### src/rtl/i2c_tgt_pkg.sv
package i2c_tgt_pkg;
  typedef enum logic [2:0] {
    ST_IDLE,
    ST_RECV,
    ST_ACK,
    ST_TX,
    ST_TXACK
  } tgt_st_e;
endpackage

### src/rtl/i2c_tgt_sync.sv
module i2c_tgt_sync #(
  parameter int STAGES = 2
) (
  input  logic clk,
  input  logic rst,
  input  logic scl_pin,
  input  logic sda_pin,
  output logic scl_lvl,
  output logic sda_lvl,
  output logic scl_rise,
  output logic scl_fall,
  output logic start_det,
  output logic stop_det
);
  logic [1:0] pins, lvl, prev;
  assign pins = {sda_pin, scl_pin};

  // index 0 = SCL, index 1 = SDA; both idle high out of reset
  for (genvar g = 0; g < 2; g++) begin : g_line
    logic [STAGES-1:0] chain;
    logic              last_q;
    always_ff @(posedge clk) begin
      if (rst) begin
        chain  <= '1;
        last_q <= 1'b1;
      end else begin
        chain  <= {chain[STAGES-2:0], pins[g]};
        last_q <= chain[STAGES-1];
      end
    end
    assign lvl[g]  = chain[STAGES-1];
    assign prev[g] = last_q;
  end

  assign scl_lvl   = lvl[0];
  assign sda_lvl   = lvl[1];
  assign scl_rise  = lvl[0] & ~prev[0];
  assign scl_fall  = ~lvl[0] & prev[0];
  assign start_det = lvl[0] & prev[0] & prev[1] & ~lvl[1];
  assign stop_det  = lvl[0] & prev[0] & ~prev[1] & lvl[1];
endmodule

### src/rtl/i2c_tgt_engine.sv
module i2c_tgt_engine
  import i2c_tgt_pkg::*;
#(
  parameter int ADDR_W = 7,
  localparam int DW    = ADDR_W + 1,
  localparam int CNT_W = $clog2(DW + 1)
) (
  input  logic          clk,
  input  logic          rst,
  input  logic          enable,
  input  logic          scl_lvl,
  input  logic          sda_lvl,
  input  logic          scl_rise,
  input  logic          scl_fall,
  input  logic          start_det,
  input  logic          stop_det,
  input  logic [ADDR_W-1:0] dev_addr,
  input  logic          accept,
  input  logic          buf_wr,
  input  logic [DW-1:0] buf_wdata,
  input  logic          release_set,
  output logic          byte_done,
  output logic [DW-1:0] rx_byte,
  output logic          rx_is_addr,
  output logic          irq_set,
  output logic          tx_done,
  output logic          sda_drive,
  output logic          scl_hold
);
  localparam logic [CNT_W-1:0] LAST = CNT_W'(DW);
  localparam logic [CNT_W-1:0] TX_LAST = CNT_W'(DW - 1);

  tgt_st_e          st;
  logic [CNT_W-1:0] cnt;
  logic [DW-1:0]    sr, txsr;
  logic             ack_q, hold_q, mack_q, is_addr_q, rw_q;
  logic             match;

  assign match      = (sr[DW-1:1] == dev_addr);
  assign byte_done  = (st == ST_RECV) && scl_fall && (cnt == LAST) && (!is_addr_q || match);
  assign rx_byte    = sr;
  assign rx_is_addr = is_addr_q;
  assign irq_set    = scl_fall && ((st == ST_ACK) || (st == ST_TXACK));
  assign tx_done    = scl_fall && (st == ST_TXACK);
  assign sda_drive  = ((st == ST_ACK) && ack_q) || ((st == ST_TX) && !txsr[DW-1]);
  assign scl_hold   = hold_q;

  always_ff @(posedge clk) begin
    if (rst || !enable) begin
      st <= ST_IDLE; cnt <= '0; sr <= '0; txsr <= '1;
      ack_q <= 1'b0; hold_q <= 1'b0; mack_q <= 1'b0; is_addr_q <= 1'b0; rw_q <= 1'b0;
    end else if (start_det) begin
      st <= ST_RECV; cnt <= '0; is_addr_q <= 1'b1;
      ack_q <= 1'b0; hold_q <= 1'b0; txsr <= '1;
    end else if (stop_det) begin
      st <= ST_IDLE; ack_q <= 1'b0; hold_q <= 1'b0; txsr <= '1;
    end else begin
      case (st)
        ST_RECV: begin
          if (scl_rise) begin
            sr  <= {sr[DW-2:0], sda_lvl};
            cnt <= cnt + 1'b1;
          end
          if (scl_fall && cnt == LAST) begin
            if (is_addr_q && !match) st <= ST_IDLE;
            else begin
              st    <= ST_ACK;
              ack_q <= accept;
              if (is_addr_q) rw_q <= sr[0];
            end
          end
        end
        ST_ACK: if (scl_fall) begin
          ack_q <= 1'b0;
          cnt   <= '0;
          if (is_addr_q && !ack_q) st <= ST_IDLE;
          else if (is_addr_q && rw_q) begin
            st <= ST_TX; hold_q <= 1'b1; txsr <= '1;
          end else begin
            st <= ST_RECV; is_addr_q <= 1'b0;
          end
        end
        ST_TX: begin
          if (hold_q) begin
            if (buf_wr) txsr <= buf_wdata;
            if (release_set) hold_q <= 1'b0;
          end else if (scl_fall) begin
            txsr <= {txsr[DW-2:0], 1'b1};
            cnt  <= cnt + 1'b1;
            if (cnt == TX_LAST) st <= ST_TXACK;
          end
        end
        ST_TXACK: begin
          if (scl_rise) mack_q <= ~sda_lvl;
          if (scl_fall) begin
            cnt <= '0;
            if (mack_q) begin
              st <= ST_TX; hold_q <= 1'b1; txsr <= '1;
            end else st <= ST_IDLE;
          end
        end
        default: ;
      endcase
    end
  end

  // a stretched clock stays held until software releases it
  a_r7_hold_until_release: assert property (@(posedge clk) disable iff (rst)
    (hold_q && !release_set && enable && !start_det && !stop_det) |=> hold_q);

  // the transmit bit does not move while SCL is high
  a_r8_tx_stable_high: assert property (@(posedge clk) disable iff (rst)
    (st == ST_TX && $past(st) == ST_TX && scl_lvl && !scl_rise) |-> $stable(txsr[DW-1]));
endmodule

### src/rtl/i2c_tgt_regs.sv
module i2c_tgt_regs #(
  parameter int DW = 8
) (
  input  logic          clk,
  input  logic          rst,
  input  logic          enable,
  input  logic          byte_done,
  input  logic [DW-1:0] rx_byte,
  input  logic          rx_is_addr,
  input  logic          irq_set,
  input  logic          tx_done,
  input  logic          start_det,
  input  logic          stop_det,
  input  logic          buf_rd,
  input  logic          ovf_clr,
  input  logic          irq_clr,
  output logic          accept,
  output logic [DW-1:0] buf_rdata,
  output logic          buf_full,
  output logic          ovf,
  output logic          is_data,
  output logic          is_read,
  output logic          start_seen,
  output logic          stop_seen,
  output logic          irq
);
  assign accept = !buf_full && !ovf;

  always_ff @(posedge clk) begin
    if (rst || !enable) begin
      buf_rdata <= '0; buf_full <= 1'b0; ovf <= 1'b0; is_data <= 1'b0;
      is_read <= 1'b0; start_seen <= 1'b0; stop_seen <= 1'b0; irq <= 1'b0;
    end else begin
      if (buf_rd)  buf_full <= 1'b0;
      if (ovf_clr) ovf <= 1'b0;
      if (irq_clr) irq <= 1'b0;
      if (irq_set) irq <= 1'b1;
      if (tx_done) is_data <= 1'b1;
      if (byte_done) begin
        is_data <= !rx_is_addr;
        if (rx_is_addr) is_read <= rx_byte[0];
        if (accept) begin
          buf_rdata <= rx_byte;
          buf_full  <= 1'b1;
        end else if (buf_full && !ovf) ovf <= 1'b1;
      end
      if (start_det) begin
        start_seen <= 1'b1; stop_seen <= 1'b0;
      end else if (stop_det) begin
        start_seen <= 1'b0; stop_seen <= 1'b1;
      end
    end
  end

  // a read strobe empties the holding register
  a_r11_read_clears: assert property (@(posedge clk) disable iff (rst)
    (buf_rd && !byte_done && enable) |=> !buf_full);

  // the two condition flags never coexist
  a_r2_flags_exclusive: assert property (@(posedge clk) disable iff (rst)
    !(start_seen && stop_seen));
endmodule

### src/rtl/i2c_tgt_port.sv
module i2c_tgt_port #(
  parameter int ADDR_W      = 7,
  parameter int SYNC_STAGES = 2,
  localparam int DW         = ADDR_W + 1
) (
  input  logic              clk,
  input  logic              rst,
  input  logic              enable,
  input  logic [ADDR_W-1:0] dev_addr,
  input  logic              scl_in,
  input  logic              sda_in,
  output logic              scl_drive_low,
  output logic              sda_drive_low,
  input  logic              buf_wr,
  input  logic [DW-1:0]     buf_wdata,
  input  logic              buf_rd,
  input  logic              release_set,
  input  logic              ovf_clr,
  input  logic              irq_clr,
  output logic [DW-1:0]     buf_rdata,
  output logic              buf_full,
  output logic              ovf,
  output logic              is_data,
  output logic              is_read,
  output logic              start_seen,
  output logic              stop_seen,
  output logic              irq
);
  logic scl_lvl, sda_lvl, scl_rise, scl_fall, start_det, stop_det;
  logic accept, byte_done, rx_is_addr, irq_set, tx_done;
  logic [DW-1:0] rx_byte;

  i2c_tgt_sync #(.STAGES(SYNC_STAGES)) u_sync (
    .clk(clk), .rst(rst), .scl_pin(scl_in), .sda_pin(sda_in),
    .scl_lvl(scl_lvl), .sda_lvl(sda_lvl), .scl_rise(scl_rise), .scl_fall(scl_fall),
    .start_det(start_det), .stop_det(stop_det));

  i2c_tgt_engine #(.ADDR_W(ADDR_W)) u_eng (
    .clk(clk), .rst(rst), .enable(enable),
    .scl_lvl(scl_lvl), .sda_lvl(sda_lvl), .scl_rise(scl_rise), .scl_fall(scl_fall),
    .start_det(start_det), .stop_det(stop_det), .dev_addr(dev_addr), .accept(accept),
    .buf_wr(buf_wr), .buf_wdata(buf_wdata), .release_set(release_set),
    .byte_done(byte_done), .rx_byte(rx_byte), .rx_is_addr(rx_is_addr),
    .irq_set(irq_set), .tx_done(tx_done), .sda_drive(sda_drive_low), .scl_hold(scl_drive_low));

  i2c_tgt_regs #(.DW(DW)) u_regs (
    .clk(clk), .rst(rst), .enable(enable), .byte_done(byte_done), .rx_byte(rx_byte),
    .rx_is_addr(rx_is_addr), .irq_set(irq_set), .tx_done(tx_done),
    .start_det(start_det), .stop_det(stop_det), .buf_rd(buf_rd), .ovf_clr(ovf_clr),
    .irq_clr(irq_clr), .accept(accept), .buf_rdata(buf_rdata), .buf_full(buf_full),
    .ovf(ovf), .is_data(is_data), .is_read(is_read), .start_seen(start_seen),
    .stop_seen(stop_seen), .irq(irq));

  // a disabled port lets go of both lines
  a_r1_disable_release: assert property (@(posedge clk) disable iff (rst)
    !enable |=> (!sda_drive_low && !scl_drive_low));

  // a byte refused by the buffer flags gets no ACK
  a_r5_no_ack_when_blocked: assert property (@(posedge clk) disable iff (rst)
    (byte_done && !accept) |=> !sda_drive_low);
endmodule

### config.mk
export PLATFORM = sky130hd
export DESIGN_NAME = i2c_tgt_port
export DESIGN_NICKNAME = d
export VERILOG_FILES = /design/src/rtl/i2c_tgt_pkg.sv /design/src/rtl/i2c_tgt_sync.sv /design/src/rtl/i2c_tgt_engine.sv /design/src/rtl/i2c_tgt_regs.sv /design/src/rtl/i2c_tgt_port.sv
export SDC_FILE = /design/constraint.sdc
export NUM_CORES = 1
export LEC_CHECK = 0
export ABC_CLOCK_PERIOD_IN_PS = 2400
export CAP_MARGIN = 10
export CORE_AREA = 2 2 64 78
export CTS_BUF_LIST = sky130_fd_sc_hd__clkbuf_4 sky130_fd_sc_hd__clkbuf_8
export DETAILED_ROUTE_END_ITERATION = 10
export DIE_AREA = 0 0 66 80
export GPL_ROUTABILITY_DRIVEN = 0
export MAX_ROUTING_LAYER = met4
export PLACE_DENSITY = 0.78
export SLEW_MARGIN = 20
export SYNTH_ARGS = -nofsm -noshare
export SYNTH_HDL_FRONTEND = slang
export SYNTH_SLANG_ARGS = --single-unit
### constraint.sdc
create_clock -name clk -period 2.4 [get_ports clk]
set_clock_uncertainty 0.15 [all_clocks]
set_input_delay 0.6 -clock clk [delete_from_list [all_inputs] [get_ports clk]]
set_output_delay 0.6 -clock clk [all_outputs]
set_load 0.05 [all_outputs]
# Word-level counts from Yosys, hierarchy flattened
# Cells that the tools add are included.
[word_totals]
reg_bits = 49
input_bits = 25
out_inout_bits = 17
elab_cells = 174
[op_classes]
addsub = 1
eq_ne = 30
mux = 58
bitwise_logic = 14
reduce_logical = 49
[op_table]
columns = ["cell", "n"]
rows = [
  ["$mux W8", 8],
  ["$mux W1", 31],
  ["$pmux W8 S3", 1],
  ["$mux W3", 7],
  ["$ne A2 B2 Y1 const B", 10],
  ["$reduce_and A6 Y1", 3],
  ["$mux W4", 4],
  ["$reduce_and A7 Y1", 2],
  ["$logic_and A1 B1 Y1", 13],
  ["$ne A4 B3 Y1 const B", 3],
  ["$ne A4 B4 Y1 const B", 3],
  ["$pmux W3 S4", 1],
  ["$pmux W4 S3", 1],
  ["$reduce_and A4 Y1", 3],
  ["$reduce_bool A2 Y1", 6],
  ["$ne A2 B1 Y1 const B", 5],
  ["$reduce_and A8 Y1", 1],
  ["$and A1 B1 Y1", 7],
  ["$eq A7 B7 Y1", 1],
  ["$logic_not A1 Y1", 7],
  ["$not A1 Y1", 7],
  ["$eq A3 B2 Y1 const B", 2],
  ["$mux W2", 3],
  ["$reduce_bool A3 Y1", 2],
  ["other kinds (16)", 21],
]

# Logic depth before layout (Yosys ltp)
[logic_depth]
ltp_word = 8
ltp_mapped = 7
depth_no_buf = 7

# By module
# From an unflattened synthesis, not the netlist that was laid out.
[hier_totals]
cells_unflattened = 265
hier_area_um2 = 2432.3
[by_module_without_submodules]
columns = ["mod", "n_inst", "cells_per_inst", "area_per_inst_um2"]
rows = [
  ["i2c_tgt_engine", 1, 185, 1587.8],
  ["i2c_tgt_regs", 1, 64, 654.4],
  ["i2c_tgt_sync", 1, 16, 190.2],
]

# Worst setup path before layout
# OpenSTA, ideal clock, no wires.
[synth_path]
path_kind = "register to output"
startpoint = "register u_eng.st[0]"
endpoint = "output port sda_drive_low"
arrival_time_ns = 1.927
path_slack_ns = -0.277
stages_incl_launch_ff = 5
path_buffers = 2
cell_sequence = "dfxtp_1 > buf_4 > clkbuf_1 > nor2_1 > a211oi_1"
[synth_via]
elab_chain_cells = 3
word_cells_on_any_way = 5
cone_classes = "eq/ne: 2; reduce/logical: 3"
[synth_rtl]
columns = ["item", "line", "source"]
rows = [
  ["start, declared", "i2c_tgt_engine.sv:33", "tgt_st_e st;"],
  ["start signal, assigned", "i2c_tgt_engine.sv:50", "st <= ST_IDLE; cnt <= '0; sr <= '0; txsr <= '1;"],
  ["start signal, assigned", "i2c_tgt_engine.sv:53", "st <= ST_RECV; cnt <= '0; is_addr_q <= 1'b1;"],
  ["start signal, assigned", "i2c_tgt_engine.sv:56", "st <= ST_IDLE; ack_q <= 1'b0; hold_q <= 1'b0; txsr <= '1;"],
  ["$eq A3 B2 Y1", "i2c_tgt_engine.sv:45", "assign sda_drive = ((st == ST_ACK) && ack_q) || ((st == ST_TX) && !txsr[DW-1]);"],
  ["$logic_and A1 B1 Y1", "i2c_tgt_engine.sv:45", ""],
  ["$logic_or A1 B1 Y1 *", "i2c_tgt_engine.sv:45", ""],
  ["end, declared", "i2c_tgt_port.sv:13", "output logic sda_drive_low,"],
]
# Every way passes the cells marked *; elsewhere a longest branch is shown, timed or not.

# Worst setup path in the final report
[layout_path]
startpoint = "register u_eng.st[1]"
endpoint = "output port sda_drive_low"
# The elaborated chain is that of the path after synthesis.

==> flow_summary.yaml <==
synthesis:
  synth-seq-area-share_pct: 40.9
  synth_cells: 263
  synth.most_common_cell: "dfxtp_1"
  synth_warnings: 0
  synth_top_area_cell: "dfxtp_1"
  synth_nets: 290
  synth_edf_count: 0
  yosys.area.top_type_share_pct: 40.9
  synthArstFlopShare_pct: 0
  syn_area_per_cell_um2: 9.12
  synth_top_family_by_area: "simple AND/OR/NAND/NOR gates"
  synth-compound-area-share_pct: 17.6
  synth-main-ff-cell: "dfxtp_1"
  synth-simple-area-share_pct: 24.5
  yosysUniqueCellTypes: 55
  synth_area_leaders: "dfxtp_1 41%, a21oi_1 4.8%, mux2i_1 4.6%, mux2_2 3.3%, xnor2_1 3.3%"
  synth_mux_area_share_pct: 7.88
  synth_seq_cells: 49
  synth_xor_area_share_pct: 3.65
  synth-adder-area-share_pct: 1.04
  syn_area_um2: 2400
  yosys-top-cells-count: "49 x dfxtp_1, 23 x a21oi_1, 20 x nor2_1, 17 x nand2_1, 14 x o21ai_0"
floorplan:
  fp.dieArea_um2: 5280
  fp-row-count: 27
  ios: 42
  fp.dieW_um: 66
  start_util_pct: 53.0
  core_um2: 4530
  die_h_um: 80
clock_tree:
  numCtsBuffers: 5
  clkTransAtPathRegs_ns: 0.09
  root_buffer: "clkbuf_8"
  h-tree-depth: 2
  cts.path.max_buffers: 2
  cts_tree: "built"
  clock_sinks: 49
  insertion_delay_ns: 0.30
  cts_setup_buffers: 0
global_route:
  grt_max_degree: 31
  overflow: 0
  antenna_found_initial: 0
  grtUsageTotal_pct: 22.8
  grt_first_pass_wirelength_um: 9140
  first_global_vias: 2033
critical_path:
  worst-path-max-fanout: 10
  arrival_ns: 1.61
  critPathRequiredTime_ns: 1.65
  cp-start-kind: "register"
  path_class: "reg2out"
  crit_path_end_kind: "primary output"
status:
  status: "completed"
finish:
  layout-drive-gt1-share_pct: 14.9
  fin_area_um2: 3030
  fillers: 395
  syn2layout_area_growth_pct: 26.5
  postLayoutCoreUtil_pct: 67.0
  antenna_cells: 0
  nNetsFinal: 335
placed_design:
  port_buffers: 41
  hpwl_um: 3660
  dpl_cell_area_um2: 2910
  pre_cts_ws_ns: -0.0629
timing:
  relSlewSlack_pct: 64.9
  fin_crit_sh_pct: 98.2
  fin_ws_ns: 0.0438
  slew_violations: 0
  rsz0062_at_grt: "no"
  finalHoldViolCount: 0
  period_needed_ns: 2.36
  setup_viol: 0
  tightestPinTransition_ns: 0.524
  timing.fmax_mhz: 424
min_path:
  hp-class: "reg2reg"
route:
  first_pass_iters: 4
  wl_per_cell_um: 14.6
  dr.max_layer_used: "met4"
  dr_total_vias: 2069
  drt_wl_total_um: 5360
  wl_met3_um: 264
  viasPerCell: 5.64
  ant_nets: 0
  drc_errors: 0
  drtIter0Drc: 131
  met1_length_um: 2360
  met2_length_um: 2620
flow_run:
  max-cap-violations: 0
pwr:
  vdd_drop_max_uv: 376
  leakagePower_nw: 1.08
  powerDensity_nw_per_um2: 507
## flip-flops by register name, indices dropped and copies added (netlist names), 2 cells and up
signal and cells:
u_eng.cnt 4, u_sync.g_line.last_q 2, u_eng.st 3, u_regs.buf_rdata 8, u_eng.rx_byte 8, u_sync.g_line.chain 4
u_eng.txsr 8
## area by class of cell
class                           instances  area [um2]  area share (%)
Clock buffer                            7        90.1            2.97
Clock inverter                          1        30.0           0.991
Inverter                                6        22.5           0.743
Multi-Input combinational cell        192        1320            43.5
Sequential cell                        49         981            32.4
Tap cell                               58        72.6            2.39
Timing Repair Buffer                   54         515            17.0
## per-stage QoR
| stage | TNS, ns | power [mW] | cells | hold WS [ns] |
|---|---|---|---|---|
| floorplan | 0 | 0.885 | 263 | 0.239 |
| global placement | 0 | 0.939 | 359 | 0.246 |
| detailed placement | -0.106 | 0.941 | 359 | 0.252 |
| CTS | 0 | 1.55 | 367 | 0.273 |
| global route | 0 | 1.60 | 367 | 0.282 |
| finish | 0 | 1.54 | 367 | 0.269 |
## layout by cell type (no fill, tap or decap), types with 2 or more instances in the layout
cell type / n
and3b_1: 2
o22ai_1: 7
mux2i_1: 11
o21ai_0: 14
nand2b_1: 9
nand3_1: 5
clkbuf_8: 6
inv_1: 6
a21oi_1: 23
nand4b_1: 2
nand2_1: 17
mux2_2: 7
clkdlybuf4s50_1: 39
nor3_1: 2
nor4b_4: 2
ha_1: 2
nor4b_1: 2
nor2_1: 20
nor2b_1: 5
and3_1: 2
buf_4: 14
dfxtp_1: 49
o31ai_1: 3
and2_1: 2
xnor2_1: 9
or2_2: 6
nand3b_1: 2
nand4_1: 10
## critical path, cell delays in order, from the launching register on
cell and delay [ns]:
dfxtp_1 0.60, nand2b_1 0.22, a211oi_2 0.31, buf_12 0.18
## metal layers
metal / global-route usage (%) / vias up
li1: - / 1040
met1: 27.0 / 970
met2: 37.5 / 49
met3: 5.50 / 10
met4: 8.37 / 0
met5: - / -
## power breakdown
part / total [mW] / internal [mW] / switching, mW
combinational: 0.0981 / 0.0569 / 0.0412
sequential: 0.824 / 0.817 / 0.00694
clock: 0.616 / 0.351 / 0.265
total: 1.54 / 1.23 / 0.313
## what timing repair did
| item | 4_1_cts | 5_1_grt |
|---|---|---|
| hold buffers | 0 | 0 |
| gates resized for setup | 0 | 1 |
| setup endpoints to repair | 0 | 3 |
## final timing paths
kind                            slack, ns                      start                        end  depth (start not counted)
worst max-delay path                 0.04                u_eng.st[1]              sda_drive_low                          3
worst max register to register       0.27               u_eng.cnt[0]                 u_eng.rw_q                          7
worst min-delay path                 0.27  u_sync.g_line[1].chain[0]  u_sync.g_line[1].chain[1]                          1
worst min register to register       0.27  u_sync.g_line[1].chain[0]  u_sync.g_line[1].chain[1]                          1
## kinds of logic (layout without fill, tap and decap cells)
kind of cell,count (synthesis),in the layout
simple gates,96,96
compound gates,66,66
flops,49,49
buf+inv,22,68
mux,18,18
xor+xnor,10,10
fa+ha+maj,2,2
Note: power is estimated with default switching activity, not from simulation.
